===== config.mk =====
export PLATFORM = sky130hd
export DESIGN_NAME = rtc_core
export DESIGN_NICKNAME = d
export VERILOG_FILES = /design/src/rtl/rtc_pkg.sv /design/src/rtl/rtc_timebase.sv /design/src/rtl/rtc_field.sv /design/src/rtl/rtc_core.sv
export SDC_FILE = /design/constraint.sdc
export NUM_CORES = 1
export LEC_CHECK = 0
export BUFFER_PORTS_ARGS = -buffer_cell sky130_fd_sc_hd__buf_4
export CORE_MARGIN = 3
export CORE_UTILIZATION = 45
export CTS_CLUSTER_DIAMETER = 30
export DETAILED_ROUTE_END_ITERATION = 8
export PLACE_DENSITY = 0.58
export SYNTH_ARGS = -nofsm -noshare
export SYNTH_HDL_FRONTEND = slang
export SYNTH_SLANG_ARGS = --single-unit
export TNS_END_PERCENT = 10

===== constraint.sdc =====
create_clock -name clk -period 6.3 [get_ports clk]
set_clock_uncertainty 0.15 [all_clocks]
set_input_delay 0.63 -clock clk [delete_from_list [all_inputs] [get_ports clk]]
set_output_delay 0.63 -clock clk [all_outputs]
set_load 0.1 [all_outputs]

===== src/rtl/rtc_pkg.sv =====
package rtc_pkg;
  localparam int RTC_DW   = 8;
  localparam int RTC_AW   = 4;
  localparam int N_CHAIN  = 6;          // sec, min, hour, day, month, year
  localparam int N_TIME   = N_CHAIN + 1; // plus weekday
  localparam int IDX_DAY  = 3;
  localparam int IDX_MON  = 4;
  localparam int IDX_YR   = 5;
  localparam int IDX_WDAY = 6;
  localparam int TOP_BIT  = RTC_DW - 1;
  localparam int CTRL_IE  = 0;
  localparam int CTRL_BUF = 1;

  typedef logic [RTC_DW-1:0] byte_t;
  typedef logic [RTC_AW-1:0] addr_t;

  localparam addr_t A_STAT  = addr_t'(4'hA);
  localparam addr_t A_CTRL  = addr_t'(4'hB);
  localparam addr_t A_FLAG  = addr_t'(4'hC);
  localparam addr_t A_VALID = addr_t'(4'hD);

  function automatic addr_t time_addr(input int idx);
    case (idx)
      0:        return addr_t'(4'h0);
      1:        return addr_t'(4'h2);
      2:        return addr_t'(4'h4);
      IDX_DAY:  return addr_t'(4'h7);
      IDX_MON:  return addr_t'(4'h8);
      IDX_YR:   return addr_t'(4'h9);
      default:  return addr_t'(4'h6);
    endcase
  endfunction

  function automatic byte_t lo_lim(input int idx);
    if (idx == IDX_DAY || idx == IDX_MON || idx == IDX_WDAY) return byte_t'(1);
    return byte_t'(0);
  endfunction

  function automatic byte_t hi_lim(input int idx);
    case (idx)
      0, 1:     return byte_t'(59);
      2:        return byte_t'(23);
      IDX_DAY:  return byte_t'(31);
      IDX_MON:  return byte_t'(12);
      IDX_YR:   return byte_t'(99);
      default:  return byte_t'(7);
    endcase
  endfunction

  function automatic byte_t month_len(input byte_t mon, input byte_t yr);
    case (mon)
      byte_t'(2):                                    return (yr[1:0] == 2'b00) ? byte_t'(29) : byte_t'(28);
      byte_t'(4), byte_t'(6), byte_t'(9), byte_t'(11): return byte_t'(30);
      default:                                       return byte_t'(31);
    endcase
  endfunction
endpackage


===== src/rtl/rtc_timebase.sv =====
// Phase counter for one second, the ripple-stage strobes and the warning flag.
module rtc_timebase #(
  parameter int CYC_PER_SEC = 40,
  parameter int LEAD_CYC    = 8,
  parameter int NSTG        = 6
) (
  input  logic            clk,
  input  logic            rst_n,
  output logic [NSTG-1:0] step_o,
  output logic            done_o,
  output logic            uip_o
);
  localparam int PW     = (CYC_PER_SEC > 2) ? $clog2(CYC_PER_SEC) : 1;
  localparam int UIP_AT = CYC_PER_SEC - 1 - LEAD_CYC;
  localparam int LAST   = CYC_PER_SEC - 1;

  logic [PW-1:0] ph_q;

  always_ff @(posedge clk) begin
    if (!rst_n)                  ph_q <= '0;
    else if (ph_q == PW'(LAST))  ph_q <= '0;
    else                         ph_q <= ph_q + 1'b1;
  end

  // stage k fires k cycles after the seconds stage
  for (genvar k = 0; k < NSTG; k++) begin : g_stp
    assign step_o[k] = (ph_q == PW'((LAST + k) % CYC_PER_SEC));
  end

  assign done_o = step_o[NSTG-1];

  always_ff @(posedge clk) begin
    if (!rst_n)                    uip_o <= 1'b0;
    else if (ph_q == PW'(UIP_AT))  uip_o <= 1'b1;
    else if (done_o)               uip_o <= 1'b0;
  end
endmodule


===== src/rtl/rtc_field.sv =====
// One wrap-around counter of the carry chain.
module rtc_field
  import rtc_pkg::*;
#(
  parameter byte_t RST_VAL = '0
) (
  input  logic  clk,
  input  logic  rst_n,
  input  logic  step,
  input  logic  inc,
  input  byte_t lo,
  input  byte_t hi,
  input  logic  wr,
  input  byte_t wdata,
  output byte_t val,
  output logic  carry
);
  logic at_top;
  assign at_top = (val >= hi);

  always_ff @(posedge clk) begin
    if (!rst_n) begin
      val   <= RST_VAL;
      carry <= 1'b0;
    end else begin
      if (step)             carry <= inc && at_top;
      if (wr)               val   <= wdata;
      else if (step && inc) val   <= at_top ? lo : val + 1'b1;
    end
  end
endmodule


===== src/rtl/rtc_core.sv =====
module rtc_core
  import rtc_pkg::*;
#(
  parameter int CYC_PER_SEC = 40,
  parameter int LEAD_CYC    = 8
) (
  input  logic              clk,
  input  logic              rst_n,
  input  logic              wr_en,
  input  logic              rd_en,
  input  logic [RTC_AW-1:0] addr,
  input  logic [RTC_DW-1:0] wdata,
  output logic [RTC_DW-1:0] rdata,
  output logic              irq_o
);
  logic [N_CHAIN-1:0] step;
  logic               done;
  logic               uip;
  byte_t              live [N_TIME];
  byte_t              hold [N_TIME];
  logic [N_TIME-1:0]  cy;
  byte_t              day_hi;
  logic               buf_mode, irq_en, hold_ld_q, ue_flag_q;
  logic [TOP_BIT-1:0] stat_lo;
  byte_t              rd_mux;

  rtc_timebase #(
    .CYC_PER_SEC(CYC_PER_SEC),
    .LEAD_CYC   (LEAD_CYC),
    .NSTG       (N_CHAIN)
  ) u_tb (
    .clk   (clk),
    .rst_n (rst_n),
    .step_o(step),
    .done_o(done),
    .uip_o (uip)
  );

  assign day_hi = month_len(live[IDX_MON], live[IDX_YR]);

  for (genvar k = 0; k < N_TIME; k++) begin : g_fld
    logic  stp, inc;
    byte_t hi;
    if (k == 0) begin : g_sec
      assign stp = step[0];
      assign inc = 1'b1;
      assign hi  = hi_lim(0);
    end else if (k == IDX_WDAY) begin : g_wday
      assign stp = step[IDX_DAY];
      assign inc = cy[IDX_DAY-1];
      assign hi  = hi_lim(k);
    end else if (k == IDX_DAY) begin : g_day
      assign stp = step[k];
      assign inc = cy[k-1];
      assign hi  = day_hi;
    end else begin : g_mid
      assign stp = step[k];
      assign inc = cy[k-1];
      assign hi  = hi_lim(k);
    end
    rtc_field #(.RST_VAL(lo_lim(k))) u_fld (
      .clk  (clk),
      .rst_n(rst_n),
      .step (stp),
      .inc  (inc),
      .lo   (lo_lim(k)),
      .hi   (hi),
      .wr   (wr_en && (addr == time_addr(k))),
      .wdata(wdata),
      .val  (live[k]),
      .carry(cy[k])
    );

    // snapshot: follows live when unbuffered, reloads after each update otherwise
    always_ff @(posedge clk) begin
      if (!rst_n)                     hold[k] <= lo_lim(k);
      else if (!buf_mode || hold_ld_q) hold[k] <= live[k];
    end
  end

  logic unused_cy;
  assign unused_cy = ^cy[N_TIME-1:N_CHAIN-1];

  always_ff @(posedge clk) begin
    if (!rst_n) begin
      stat_lo   <= '0;
      irq_en    <= 1'b0;
      buf_mode  <= 1'b0;
      ue_flag_q <= 1'b0;
      hold_ld_q <= 1'b0;
    end else begin
      hold_ld_q <= done;
      if (wr_en && addr == A_STAT) stat_lo <= wdata[TOP_BIT-1:0];
      if (wr_en && addr == A_CTRL) begin
        irq_en   <= wdata[CTRL_IE];
        buf_mode <= wdata[CTRL_BUF];
      end
      if (done)                          ue_flag_q <= 1'b1;
      else if (rd_en && addr == A_FLAG)  ue_flag_q <= 1'b0;
    end
  end

  always_comb begin
    rd_mux = '0;
    case (addr)
      A_STAT:  rd_mux = {uip, stat_lo};
      A_CTRL:  begin
        rd_mux[CTRL_IE]  = irq_en;
        rd_mux[CTRL_BUF] = buf_mode;
      end
      A_FLAG:  rd_mux[TOP_BIT] = ue_flag_q;
      A_VALID: rd_mux[TOP_BIT] = 1'b1;
      default: ;
    endcase
    for (int k = 0; k < N_TIME; k++) begin
      if (addr == time_addr(k)) rd_mux = buf_mode ? hold[k] : live[k];
    end
  end

  always_ff @(posedge clk) begin
    if (!rst_n)     rdata <= '0;
    else if (rd_en) rdata <= rd_mux;
  end

  assign irq_o = ue_flag_q & irq_en;
endmodule


==> results of run 1 <==
-- worst max path at each step --
| stage | slack, ps | start | to |
|---|---|---|---|
| floorplan | 2940 | rst_n | hold[0][0] |
| global placement | 3470 | addr[3] | g_fld[5].u_fld.val[1] |
| CTS | 3510 | g_fld[4].u_fld.val[0] | g_fld[3].u_fld.val[0] |
| global route | 3300 | g_fld[4].u_fld.val[0] | g_fld[3].u_fld.val[0] |
| finish | 3500 | g_fld[4].u_fld.val[0] | g_fld[3].u_fld.val[0] |
| detailed placement | 3370 | addr[3] | g_fld[5].u_fld.val[1] |
-- worst max-delay path, cell delays in order, from the launching register on --
cell and delay [ps]:
dfxtp_1 460, inv_1 120, ha_1 240, nor2b_1 140, o22a_1 170, o21ai_0 160
ha_1 250, nand2b_1 140, a21oi_1 140, o21a_1 320, a31oi_1 140, a211o_1 270
-- area by class of cell --
| class | count | area, sq um |
|---|---|---|
| multi-input cells | 608 | 3920 |
| well taps | 220 | 275 |
| repair buffers | 29 | 218 |
| clock inverters | 8 | 67.6 |
| inverters | 17 | 63.8 |
| clock buffers | 23 | 458 |
| flip-flops and latches | 143 | 3430 |
| fillers | 1548 | 8210 |
-- synthesized netlist by cell type (all sizes together) (8+ instances only) --
| cell type | n | share of area |
|---|---|---|
| inv | 17 | 0.0083 |
| nor2b | 8 | 0.0065 |
| o21ai | 39 | 0.025 |
| mux2i | 50 | 0.065 |
| a31oi | 8 | 0.0065 |
| o211ai | 8 | 0.0078 |
| and2 | 61 | 0.050 |
| clkbuf | 31 | 0.015 |
| nand2 | 85 | 0.043 |
| a22oi | 17 | 0.017 |
| dfxtp | 87 | 0.23 |
| nor2 | 62 | 0.032 |
| a221oi | 16 | 0.018 |
| nand2b | 8 | 0.0065 |
| ha | 17 | 0.028 |
| buf | 27 | 0.019 |
| nand3 | 49 | 0.036 |
| a21oi | 59 | 0.039 |
| nor3 | 15 | 0.012 |
| edfxtp | 56 | 0.22 |
| and3 | 11 | 0.0090 |
-- sequential cells by signal, indices dropped and copies added (netlist names), 5 cells and up --
| register | count |
|---|---|
| g_fld.u_fld.val | 56 |
| hold | 56 |
| rdata | 8 |
| stat_lo | 7 |
| u_tb.ph_q | 6 |
| g_fld.u_fld.carry | 5 |
-- layer usage --
| metal | track usage | up-vias | part of all wire |
|---|---|---|---|
| li1 | - | 3011 | - |
| met1 | 0.340 | 3163 | 0.44 |
| met2 | 0.394 | 255 | 0.46 |
| met3 | 0.0448 | 52 | 0.055 |
| met4 | 0.123 | 0 | 0.042 |
| met5 | 0 | - | 0 |
-- where the power goes --
part | switching (uW) | internal, uW
Clock | 374 | 546
Sequential | 19.4 | 975
Combinational | 118 | 48.6
-- logic make-up after synthesis --
group,Yosys count,synth area share
flops,143,0.447
buf+inv,75,0.0428
mux,53,0.0698
compound gates,200,0.175
xor+xnor,10,0.0114
fa+ha+maj,17,0.0278
simple gates,328,0.227
-- through the flow --
step	hold slack [ps]	worst slack, ps
after global routing	352	3300
final	318	3500
after detailed placement	303	3370
after CTS	322	3510
after global placement	308	3470
after floorplan	298	2940
==> run metrics, run 1 <==
dpl cells a little over 1000; normalized max-slew margin 0.365; post-synth cell types 66; CTS Sinks 143; Reg2Reg Setup Slack about 3500 ps; Yosys reg bits between 100 and 150; Clock Tree Buf Depth 2; Initial DRC Count 643; Inserted Clock Buffers 17; Final #Nets 849; CP Capture Type flip-flop; Vias/cell around 6.2; share of cells above drive strength 1 0.0990; antenna violations before repair 0; sequential element share of the synthesized area 0.447; Core Rows 47; Final setup viols 0; Die ar. between 0.015 and 0.02 sq mm; Non-Filler Instances around 1000; Crit Reg-Reg Endpoint g_fld[3].u_fld.val[0]; Startpoint Class flip-flop; Port Buffers 24; fmax 357 MHz; synthesis warning total 0; period utilisation layout 0.445; leak pwr a little under 0.003 uW; CTS H-tree depth 4; WP data arrival between 2000 and 3000 ps; Tot GR Track Use 0.253; via count around 6500; Reg2Reg Depth 11; Worst-Skew Late Latency ~420 ps; Post-CTS Hold Buffers 0; Slew @ Worst Pin 945 ps; area grow syn2layout 10.1%; Async SR Flop Fraction 0; max-slew violation count 0; utilization after layout 0.507; DIE WIDTH 136 microns; Worst Path Required approximately 6500 ps; Initial Utilization 0.460; Antenna Violating Nets Remaining 0; PwrDens around 250 mW/mm^2; residual DRC count 0; Hold Path Depth 2; final wirelength roughly 23000 microns; commonest non-fill, non-tap cells in the layout dfxtp_1 (86), nand2_1 (84), and2_1 (61); GP Congestion ~0.88; outcome completed; Worst Hold Class reg2reg; Synth Cell Area ~0.0077 sq mm; CTS tree yes; global-route wire length before repair around 35000 microns; worst r2r src g_fld[4].u_fld.val[0]; Post-synth EDFFs 56; Post-Syn Nets around 860; total negative setup slack 0 ps; critical path type reg2reg; WL/cell 21.7 microns; overall power around 2100 uW; hold_sp rdata[6]; Design Area, Final 0.00843 sq mm; Detail Placement HPWL 15700 microns; clock root buffer clkbuf_16; hold path endpoint rdata[6]; grt ovf 0; synthesized instance count just over 800; vias in the first global route approximately 6200; IO Pins 25; Initial DRT Pass Iterations 5; ANT cells 0; DIE HEIGHT 136 microns; Synth Flop Type dfxtp_1; largest net degree at the start of global routing 59; Final Hold Fails 0; final worst path period need 2800 ps; Syn Area/Cell slightly above 9 sq um; commonest non-fill, non-tap cell in the layout dfxtp_1; PostCTS Resize Cnt 0; DP Area roughly 0.0079 sq mm; Core Area between 0.015 and 0.02 sq mm; clock slew at reported path FFs approximately 60 ps; setup bufs post-CTS 0; unrepaired setup endpoints after global routing no; Peak VDD IR about 0.00019 V; max_cap viols 0; crit-path max FO 9
Power figures use the tool's default switching activity.
==> run 2, diff against run 1 <==
--- a/config.mk
+++ b/config.mk
@@ -10,7 +10,7 @@
 export CORE_UTILIZATION = 45
 export CTS_CLUSTER_DIAMETER = 30
 export DETAILED_ROUTE_END_ITERATION = 8
-export PLACE_DENSITY = 0.58
+export PLACE_DENSITY = 0.6
 export SYNTH_ARGS = -nofsm -noshare
 export SYNTH_HDL_FRONTEND = slang
 export SYNTH_SLANG_ARGS = --single-unit
==> constraint.sdc (replaced) <==
create_clock -name clk -period 2.5 [get_ports clk]
set_clock_uncertainty 0.15 [all_clocks]
set_input_delay 0.25 -clock clk [delete_from_list [all_inputs] [get_ports clk]]
set_output_delay 0.25 -clock clk [all_outputs]
set_load 0.1 [all_outputs]
==> run metrics, run 2 (synthesis results as in run 1) <==
outcome completed; Final Hold Fails 0; Final #Nets 882; top sig layer met4; leak pwr ~0.0031 uW; clock share of power 0.485; residual DRC count 0; Core Area 0.0166 sq mm; critical path type reg2reg; Startpoint Class flip-flop; Reg2Reg Depth 5; setup bufs post-CTS 0; PwrDens between 600 and 700 mW/mm^2; Die ar. around 0.019 sq mm; WL/cell about 21 microns; Port Buffers 24; CTS tree yes; Logic pwr share 0.079; cells along the critical path mux2i_1 > o22ai_1 > a221oi_1 > buf_4 > o221ai_1; Worst Hold Class in2reg; overall power 5740 uW; vias in the first global route approximately 6300; Switching Fraction 0.240; unrepaired setup endpoints after global routing yes; DP Area around 0.0082 sq mm; CP Capture Type flip-flop; largest net degree at the start of global routing 43; DIE HEIGHT about 140 microns; period utilisation layout 0.990; Vias/cell 6.08; Core Rows between 40 and 50; IO Pins 25; worst r2r src buf_mode; Slew @ Worst Pin between 600 and 700 ps; WL met1 ~10000 microns; crit-path max FO 42; final wirelength roughly 23000 microns; GP Congestion a little under 0.9; Initial Utilization 0.460; Design Area, Final between 0.008 and 0.009 sq mm; Antenna Violating Nets Remaining 0; Crit Reg-Reg Endpoint rdata[2]; DIE WIDTH 136 microns; share of cells above drive strength 1 0.151; CP max stage cell dfxtp_4; fmax 404 MHz; Tot GR Track Use 0.255; Initial DRT Pass Iterations 7; antenna violations before repair 0; register share of total power 0.436; Detail Placement HPWL about 16000 microns; crit path to rdata[2]; slowest cell delay on critical path 790 ps; Final setup viols 0; max-slew violation count 0; Initial DRC Count about 680; grt ovf 0; commonest non-fill, non-tap cells in the layout nand2_1 (84), dfxtp_1 (84), and2_1 (61), buf_4 (61), nor2_1 (59); clock root buffer clkbuf_16; cell internal pwr between 4000 and 5000 uW; WP data arrival approximately 2600 ps; Critical Path Start buf_mode; Reg2Reg Setup Slack around 25 ps; CTS Sinks about 140; WL met2 ~11000 microns; switching power around 1400 uW; clock slew at reported path FFs roughly 60 ps; global-route wire length before repair between 30000 and 40000 microns; Peak VDD IR around 0.00047 V; max_cap viols 0; routed length on met3 ~1300 microns; final worst path period need ~2500 ps; Largest regs g_fld.u_fld.val x56, hold x56, rdata x8; CTS H-tree depth 4; Inserted Clock Buffers 17; via count approximately 6600; fill cell count 1481; area grow syn2layout 15.6%; Post-CTS Hold Buffers 0; normalized max-slew margin 0.552; Worst-Skew Late Latency about 430 ps; Clock Tree Buf Depth 2; Worst Path Required between 2000 and 3000 ps; ANT cells 0
==> run 2: worst min path at each step <==
stage	from	endpoint	slack [ps]	cells past startpoint
6_report	wdata[7]	g_fld[2].u_fld.val[7]	30	3
5_1_grt	wdata[6]	stat_lo[6]	30	3
4_1_cts	wdata[7]	g_fld[2].u_fld.val[7]	10	3
3_5_place_dp	stat_lo[1]	stat_lo[1]	310	2
3_3_place_gp	rdata[2]	rdata[2]	310	2
2_1_floorplan	wdata[7]	g_fld[3].u_fld.val[7]	240	2
==> run 2: layout make-up <==
cell class                      count  area, sq um  share of cell area
Sequential cell                   143         3430               0.388
Multi-Input combinational cell    608         3970               0.448
Clock buffer                       17          425              0.0481
Inverter                           17         63.8             0.00721
Clock inverter                     15          218              0.0246
Tap cell                          220          275              0.0311
Timing Repair Buffer               62          469              0.0530
==> run 2: routing by layer <==
layer / track usage / up-vias
met4: 0.0834 / 0
met2: 0.407 / 237
met5: 0 / -
met1: 0.349 / 3229
met3: 0.0489 / 46
li1: - / 3071
==> run 2: power groups by stage <==
stage / Sequential (uW) / Clock (uW) / Combinational (uW)
detailed placement: 2560 / 0 / 441
finish: 2510 / 2780 / 455
floorplan: 2570 / 0 / 256
global route: 2510 / 2910 / 487
CTS: 2500 / 2810 / 444
global placement: 2550 / 0 / 436
==> run 2: critical path: cells and delay by family, from the launching register on <==
kind / cells / cell delay [ps]
AOI/OAI and AO/OA: 3 / 790
buffers and inverters: 1 / 200
DFF: 1 / 790
muxes: 1 / 400
==> run 2: timing repair <==
action,in CTS,in global routing
pin swaps,0,4
endpoints found under the setup margin,4,8
gates resized for setup,2,11
==> run 2: per-stage QoR <==
step                      std cells  TNS, ps  hold slack [ps]  setup WS (ps)   util
final                          1082        0             27.3           24.5  0.532
after global routing           1082     -243             29.9          -70.8  0.532
after CTS                      1082        0             13.1           30.2  0.530
after detailed placement       1050        0              314           29.7  0.490
after global placement         1050        0              307           66.6  0.490
after floorplan                 826        0              236           11.6      -
==> run 3, diff against run 2 <==
--- a/config.mk
+++ b/config.mk
@@ -13,5 +13,6 @@
 export PLACE_DENSITY = 0.6
 export SYNTH_ARGS = -nofsm -noshare
 export SYNTH_HDL_FRONTEND = slang
+export SYNTH_HIERARCHICAL = 1
 export SYNTH_SLANG_ARGS = --single-unit
 export TNS_END_PERCENT = 10
==> run metrics, run 3 <==
IO Pins 25; overall power between 6000 and 7000 uW; Largest regs g_fld.u_fld/val x56, hold x56, rdata x8; register share of total power 0.416; WL/cell around 17 microns; Startpoint Class flip-flop; switching power ~1400 uW; Critical Path Stages 7; DIE HEIGHT 155 microns; total negative setup slack 0 ps; via count 8389; synthesized instance count 1098; fill cell count just under 2000; Peak VDD IR roughly 0.00038 V; critical path type reg2reg; commonest non-fill, non-tap cell in the layout conb_1; residual DRC count 0; Crit Reg-Reg Endpoint g_fld[6].u_fld/val[0]; Final Hold Fails 0; Reg2Reg Depth 7; Final setup viols 0; synthesis warning total 6; clock slew at reported path FFs 60 ps; Final #Nets around 1400; DIE WIDTH 155 microns; vias in the first global route approximately 7900; CTS H-tree depth 4; largest net degree at the start of global routing 49; Worst-Skew Late Latency between 400 and 500 ps; fmax between 400 and 500 MHz; area grow syn2layout 19.0%; grt ovf 0; critical path's most frequent cell nand2_1; CTS tree yes; crit-path max FO 8; Antenna Violating Nets Remaining 0; PwrDens 504 mW/mm^2; Initial DRT Pass Iterations 5; CP max stage cell nor4_1; ANT cells 0; Core Rows 53; final wirelength between 20000 and 30000 microns; Worst Path Required 2640 ps; clock root buffer clkbuf_16; Inserted Clock Buffers 17; Initial DRC Count 649; commonest non-fill, non-tap cells in the layout conb_1 (117), mux2i_1 (99), nand2_1 (94); share of cells above drive strength 1 0.132; Reg2Reg Setup Slack 180 ps; max-slew violation count 0; Clock Tree Buf Depth 2; critical path's top delay family simple AND/OR/NAND/NOR gates; Syn Area/Cell 9.11 sq um; Slew @ Worst Pin ~760 ps; GP Congestion between 0.8 and 0.9; WP data arrival about 2500 ps; Worst Hold Class in2reg; Synth Cell Area 0.0100 sq mm; slowest cell delay on critical path 500 ps; Vias/cell ~5.4; cell internal pwr between 4000 and 5000 uW; global-route wire length before repair 42900 microns; CP Capture Type flip-flop; Critical Path Start u_tb/ph_q[2]; clock share of power 0.480; unrepaired setup endpoints after global routing no; max_cap viols 0; crit path to g_fld[6].u_fld/val[0]; Die ar. between 0.02 and 0.025 sq mm; setup bufs post-CTS 0; period utilisation layout 0.928; Buf/Inv on CP 0; normalized max-slew margin 0.491; Core Area roughly 0.021 sq mm; final worst path period need roughly 2300 ps; leak pwr around 0.0053 uW; Switching Fraction 0.241; antenna violations before repair 0; Tot GR Track Use 0.224; worst r2r src u_tb/ph_q[2]; Initial Utilization 0.467; CTS Sinks between 100 and 150; cells along the critical path nor4_1 > and2_1 > nand2_1 > nand2_1 > nand2_1 > o21ai_0 > a32oi_1; outcome completed; Port Buffers 24; Logic pwr share 0.104; Detail Placement HPWL 19000 microns
-- run 3: cell count changes in the layout (fill, tap and decap cells not counted), sizes merged, moves of 21 or more --
| cell | delta |
|---|---|
| inv | +62 |
| ha | +50 |
| conb | +117 |
| buf | +31 |
| mux2i | +49 |
| a22o | +27 |
| o21ai | +21 |
-- run 3: tightest hold or removal path: stages --
cell	delay, ps
buf_4	190
mux2i_1	150
nor2b_1	60
-- run 3: final cells by class --
| type | count | area, sq um | area share |
|---|---|---|---|
| multi-input combinational | 936 | 6440 | 0.541 |
| sequential | 143 | 3430 | 0.288 |
| timing repair buffer | 94 | 737 | 0.0619 |
| clock buffer | 21 | 482 | 0.0404 |
| tap | 275 | 344 | 0.0289 |
| inverter | 79 | 297 | 0.0249 |
| clock inverter | 11 | 181 | 0.0152 |
-- run 3: power groups by stage --
stage                     Combinational (uW)  Sequential, uW  Clock [uW]
after floorplan                          373            2580           0
after global placement                   609            2550           0
after detailed placement                 614            2550           0
after CTS                                617            2500        2930
after global routing                     700            2500        3020
final                                    626            2500        2880
-- run 3: metal layers --
layer  vias up  global-route usage  share of wire
li1       4222                   -              -
met5         -                   0              0
met1      3938               0.326           0.49
met2       198               0.340           0.44
met4         0              0.0601          0.022
met3        31              0.0434          0.049
-- run 3: how the worst min path moves through the flow --
stage | startpoint | endpoint | slack (ps) | cells after the start
final | wdata[1] | stat_lo[1] | 120 | 3
after global routing | wdata[1] | stat_lo[1] | 110 | 3
after CTS | wdata[1] | stat_lo[1] | 100 | 3
after detailed placement | u_tb/uip_o | u_tb/uip_o | 330 | 2
after global placement | u_tb/uip_o | u_tb/uip_o | 320 | 2
after floorplan | rst_n | u_tb/ph_q[2] | 220 | 1
-- run 3: stage by stage --
stage	instance area (sq um)	util	setup WS, ps	instances	hold WS, ps
2_1_floorplan	10400	-	61.8	1213	222
3_3_place_gp	11200	0.524	234	1526	321
3_5_place_dp	11200	0.524	185	1526	327
4_1_cts	11900	0.555	159	1559	101
5_1_grt	11900	0.556	8.83	1559	109
6_report	11900	0.556	179	1559	125
-- run 3: what timing repair did --
item	in CTS	in global routing
endpoints found under the hold margin	2	0
gates resized for setup	0	5
hold buffers	1	0
setup endpoints to repair	0	4
